==> src/rtl/sar_pkg.sv <==
package sar_pkg;

    typedef enum logic [1:0] {
        PH_IDLE  = 2'd0,
        PH_ARM   = 2'd1,
        PH_TRIAL = 2'd2
    } phase_e;

    typedef struct packed {
        logic clr;
        logic arm;
        logic decide;
    } step_t;

    function automatic int unsigned ptr_bits(input int unsigned width);
        return (width > 1) ? $clog2(width) : 1;
    endfunction

endpackage

==> src/rtl/sar_sequencer.sv <==
module sar_sequencer
    import sar_pkg::*;
#(
    parameter int unsigned W  = 8,
    parameter int unsigned PW = ptr_bits(W)
) (
    input  logic          clk,
    input  logic          rst,
    input  logic          conv_req_n,
    output step_t         step,
    output logic [PW-1:0] ptr,
    output logic          busy
);
    localparam logic [PW-1:0] TOP_BIT = PW'(W - 1);

    phase_e phase_q;
    logic [PW-1:0] ptr_q;

    always_ff @(posedge clk) begin
        if (rst) begin
            phase_q <= PH_IDLE;
            ptr_q   <= '0;
        end else begin
            case (phase_q)
                PH_IDLE: begin
                    if (!conv_req_n) begin
                        phase_q <= PH_ARM;
                    end
                end
                PH_ARM: begin
                    phase_q <= PH_TRIAL;
                    ptr_q   <= TOP_BIT;
                end
                PH_TRIAL: begin
                    if (ptr_q == '0) begin
                        phase_q <= PH_IDLE;
                    end else begin
                        ptr_q <= ptr_q - 1'b1;
                    end
                end
                default: phase_q <= PH_IDLE;
            endcase
        end
    end

    always_comb begin
        step.clr    = (phase_q == PH_IDLE) && !conv_req_n;
        step.arm    = (phase_q == PH_ARM);
        step.decide = (phase_q == PH_TRIAL);
    end

    assign ptr  = ptr_q;
    assign busy = (phase_q != PH_IDLE);

endmodule

==> src/rtl/sar_trial_reg.sv <==
module sar_trial_reg
    import sar_pkg::*;
#(
    parameter int unsigned W  = 8,
    parameter int unsigned PW = ptr_bits(W)
) (
    input  logic          clk,
    input  logic          rst,
    input  step_t         step,
    input  logic [PW-1:0] ptr,
    input  logic          cmp_above,
    output logic [W-1:0]  code
);
    logic [W-1:0] code_q;

    for (genvar i = 0; i < W; i++) begin : g_bit
        localparam logic [PW-1:0] SELF = PW'(i);
        if (i == W - 1) begin : g_top
            always_ff @(posedge clk) begin
                if (rst || step.clr) begin
                    code_q[i] <= 1'b0;
                end else if (step.arm) begin
                    code_q[i] <= 1'b1;
                end else if (step.decide && ptr == SELF) begin
                    code_q[i] <= cmp_above;
                end
            end
        end else begin : g_low
            localparam logic [PW-1:0] ABOVE = PW'(i + 1);
            always_ff @(posedge clk) begin
                if (rst || step.clr || step.arm) begin
                    code_q[i] <= 1'b0;
                end else if (step.decide) begin
                    if (ptr == SELF) begin
                        code_q[i] <= cmp_above;
                    end else if (ptr == ABOVE) begin
                        code_q[i] <= 1'b1;
                    end
                end
            end
        end
    end

    assign code = code_q;

endmodule

==> src/rtl/sar_result_buf.sv <==
module sar_result_buf #(
    parameter int unsigned W = 8
) (
    input  logic         clk,
    input  logic         rst,
    input  logic         busy,
    input  logic [W-1:0] code,
    output logic [W-1:0] result
);
    logic         busy_d;
    logic [W-1:0] result_q;

    always_ff @(posedge clk) begin
        if (rst) begin
            busy_d   <= 1'b0;
            result_q <= '0;
        end else begin
            busy_d <= busy;
            if (busy_d && !busy) begin
                result_q <= code;
            end
        end
    end

    assign result = result_q;

endmodule

==> src/rtl/sar_conv_ctrl.sv <==
module sar_conv_ctrl
    import sar_pkg::*;
#(
    parameter int unsigned W = 8
) (
    input  logic         clk,
    input  logic         rst,
    input  logic         conv_req_n,
    input  logic         cmp_above,
    output logic [W-1:0] trial_code,
    output logic         cvt_busy,
    output logic [W-1:0] result_code
);
    localparam int unsigned PW = ptr_bits(W);

    step_t         step;
    logic [PW-1:0] ptr;
    logic          busy;
    logic [W-1:0]  code;

    sar_sequencer #(.W(W), .PW(PW)) u_seq (
        .clk        (clk),
        .rst        (rst),
        .conv_req_n (conv_req_n),
        .step       (step),
        .ptr        (ptr),
        .busy       (busy)
    );

    sar_trial_reg #(.W(W), .PW(PW)) u_trial (
        .clk       (clk),
        .rst       (rst),
        .step      (step),
        .ptr       (ptr),
        .cmp_above (cmp_above),
        .code      (code)
    );

    sar_result_buf #(.W(W)) u_buf (
        .clk    (clk),
        .rst    (rst),
        .busy   (busy),
        .code   (code),
        .result (result_code)
    );

    assign trial_code = code;
    assign cvt_busy   = busy;

endmodule

==> config.mk <==
export PLATFORM = sky130hd
export DESIGN_NAME = sar_conv_ctrl
export DESIGN_NICKNAME = d
export VERILOG_FILES = /design/src/rtl/sar_pkg.sv /design/src/rtl/sar_sequencer.sv /design/src/rtl/sar_trial_reg.sv /design/src/rtl/sar_result_buf.sv /design/src/rtl/sar_conv_ctrl.sv
export SDC_FILE = /design/constraint.sdc
export NUM_CORES = 1
export LEC_CHECK = 0
export CORE_UTILIZATION = 35
export DETAILED_ROUTE_END_ITERATION = 12
export GPL_TIMING_DRIVEN = 0
export PLACE_DENSITY = 0.66
export SLEW_MARGIN = 20
export SYNTH_ARGS = -nofsm -noshare
export SYNTH_HDL_FRONTEND = slang
export SYNTH_SLANG_ARGS = --single-unit
==> constraint.sdc <==
create_clock -name clk -period 1.6 [get_ports clk]
set_clock_uncertainty 0.05 [all_clocks]
set_input_delay 0.32 -clock clk [delete_from_list [all_inputs] [get_ports clk]]
set_output_delay 0.32 -clock clk [all_outputs]
set_load 0.02 [all_outputs]
==> results.txt <==
The flow ran to the end, but the final reports show violations. The final reports fail on DRC. The share of final-layout standard cells stronger than drive strength 1 was 19.8%. The min-delay analysis places its worst path in the category register to register. The type of element launching the critical path was a register. The routed wirelength normalized by instance count came out at 12.9 um. The buffer type at the clock tree root was clkbuf_4. The effective utilization at floorplan is 37.8%. The tools report the overall overflow remaining after global route as 0.

In this run the worst path has a maximum fanout of 13. The count of buffers added on input and output ports is 20. The H-tree depth is 1, and the filler cell count is 266.

The run gives 0 as the number of warnings printed during yosys synthesis. Traced cell by cell, the critical path runs through or2_4, buf_4. The final net count was 141; the max-cap violation count was 0. For this run, asynchronously set or reset flops after synthesis account for 0%. Setup repair after global routing left no endpoint under its margin. For this run, the slowest stage of the critical path takes 0.41 ns. Detailed-router iteration count before antenna repair: 8. The post-synthesis sequential element count is 22, and the number of nets in the synthesized netlist is 115. The number of placed instances, taps included, is 157. From synthesis to final layout, the design area changed by 27.0%. The tools report the clock latency at the later pin of the worst-skew pair as 0.31 ns. The number of global-route vias before repair was 810. In this run the cell area of the synthesized design comes to 1060 um2.

In this run the core area contains 19 standard-cell rows. The final max-slew violation count is 0, and the actual transition at the worst max-transition pin is 0.482 ns. The logs give 3 for the clock buffer count from CTS and 467 uV for the worst voltage drop across the vdd grid.

For the final antenna diode count, the log shows 0. For this design, the CTS-stage hold fixing added 0 buffers. Worst setup path category: register to primary output. The first global-routing pass estimated 3610 um of wire.

Hold violation total from the final report: 0. Dividing the detail-routed via count by the number of cells gives 5.13. Final hold analysis gives a worst-case slack of 0.452 ns.

The number of different library cells used by synthesis comes to 33. The clock sink count was 22. The tools report the DRC violations left as 4. For this run, the top clock speed supported by timing is 0.661 GHz.

Among all stages on the critical path, the largest delay is contributed by dfxtp_4. Largest net degree at the start of global routing: 14. The finished layout holds 162 standard cells, fillers aside.

The total power divided by cell area is 898 nW/um2, and the synthesized netlist cell count is 106. The proportion of synthesized chip area in sequential cells came out at 41.6%. The post-synthesis area per instance is 10.0 um2, and the placeable core area is 2810 um2.

The logs give 0.569 nW for the leakage power summed over all cells and 1580 um for the half-perimeter wire length after placement. The final critical path takes up 94.5% of the cycle. Measured on the finished design, the core utilization comes to 48.0%. Overall power consumption after layout is estimated at 1.21 mW. Type of destination of the critical path: a primary output. After clock tree synthesis, the clock-pin slew on the worst setup and hold paths is 0.13 ns. The final layout contains routed wiring with a total length of 2080 um. For the worst setup path, the data required time is 1.23 ns. The relative slew slack was 67.8%. The multi-input combinational cells in the finished layout cover a total of 579 um2. In the post-route analysis, the smallest setup slack over all paths is 0.0877 ns.

The vertical die dimension was 57.0 um; the area occupied by registers was 445 um2. Yosys mapped a number of flops with a built-in enable equal to 0. For the floorplan die area, the log shows 3250 um2. Setup violations remaining at the end of the flow were counted as 0. The clock period could shrink to 1.51 ns. During I/O placement, the number of pins put on the boundary was 21. The logs give 831 for the via count of the routed design and -0.190 ns for the worst setup slack after placement. The number of antenna violations at the first check in global routing came out at 0. The floorplan die width came out at 57.0 um.

The global-route usage over all layers is 14.1%, and the starting DRC count in detailed routing is 22. STA puts the critical path data arrival time at 1.14 ns. TritonCTS built the clock tree. The number of routed nets with antenna violations is 0. The routability congestion estimate was 0.812.

Among all flip-flop cells after synthesis, the most frequent one is dfxtp_1. In this run the deepest clock path goes through 2 buffers.
sequential cells by signal, indices dropped and copies added, names as in the netlist:
name           count
u_buf.result       8
u_seq.phase_q      2
u_seq.ptr          3
u_buf.busy_d       1
u_trial.code       8
routing by layer:
metal | track usage (%) | vias up | wire length, um
li1 | - | 425 | -
met3 | 2.04 | 2 | 80
met2 | 24.4 | 18 | 985
met5 | 0 | - | 0
met4 | 5.23 | 0 | 12
met1 | 17.9 | 386 | 1000
cell usage after synthesis (2+ instances only):
master,instances,area share [%]
inv_1,3,1.1
ha_1,5,5.9
buf_4,4,2.8
nor2_1,12,4.2
a21oi_1,9,4.2
mux2i_1,8,7.6
nand2b_1,6,3.5
nand2_1,3,1.1
nand3_1,2,0.94
or2_2,3,1.8
a211oi_2,3,3.5
a211oi_1,4,2.8
and2b_1,2,1.4
nor2b_1,2,1.2
dfxtp_1,22,42
worst max-delay path: cells and delay by family (launching register included):
| kind | cells | cell delay, ns |
|---|---|---|
| buffers and inverters | 1 | 0.16 |
| DFF | 1 | 0.41 |
| and+or+nand+nor | 1 | 0.27 |
worst paths after layout:
kind / slack (ns) / endpoint / from / cells after the start
setup / recovery: 0.09 / cvt_busy / u_seq.phase_q[0] / 2
hold / removal: 0.45 / u_buf.result[5] / u_buf.result[5] / 2
hold reg to reg: 0.45 / u_buf.result[5] / u_buf.result[5] / 2
setup reg to reg: 0.13 / u_trial.code[4] / u_seq.ptr[1] / 5
final cells by class:
cell class	instances	share of cell area, %
plain buffers	4	1.95
clock buffers	3	1.67
clock inverters	1	2.23
inverters	3	0.836
multi-input cells	76	43.0
flip-flops and latches	22	33.1
well taps	31	2.88
repair buffers	22	14.3
cell usage in the layout (no fill, tap or decap), types with 2 or more instances in the layout:
cell type / synthesis / final
nand2_1: 3 / 3
clkdlybuf4s50_1: 0 / 3
a21oi_1: 9 / 9
buf_4: 4 / 6
nand3_1: 2 / 2
a211oi_1: 4 / 4
and2b_1: 2 / 2
dlygate4sd2_1: 0 / 16
or2_2: 3 / 3
nand2b_1: 6 / 6
dfxtp_1: 22 / 20
clkbuf_4: 0 / 3
ha_1: 5 / 4
a211oi_2: 3 / 3
nor2_1: 12 / 12
inv_1: 3 / 3
nor2b_1: 2 / 2
mux2i_1: 8 / 8
stage by stage:
stage | TNS [ns] | area (um2)
finish | 0 | 1350
detailed placement | -1.20 | 1300
CTS | -0.0868 | 1330
floorplan | 0 | 1060
global placement | -1.08 | 1300
global route | 0 | 1350
power breakdown:
group / total [mW] / switching [mW] / leakage [nW] / internal (mW)
registers: 0.583 / 0.0192 / 0.179 / 0.564
clock network: 0.426 / 0.172 / 0.0279 / 0.253
logic: 0.200 / 0.106 / 0.362 / 0.0944
cells by family after synthesis:
family                   Yosys count  share of synthesized area (%)
AO/OA/AOI/OAI                     24                           17.9
adder cells (fa/ha/maj)            5                           5.90
buffers and inverters              8                           4.25
flip-flops                        22                           41.6
AND/OR/NAND/NOR                   38                           21.7
multiplexers                       9                           8.62
timing repair:
item / CTS / global route
gates resized for setup: 22 / 4
hold endpoints to repair: 0 / 0
endpoints found under the setup margin: 18 / 3
buffers inserted: 0 / 2
Power figures use the tool's default switching activity.
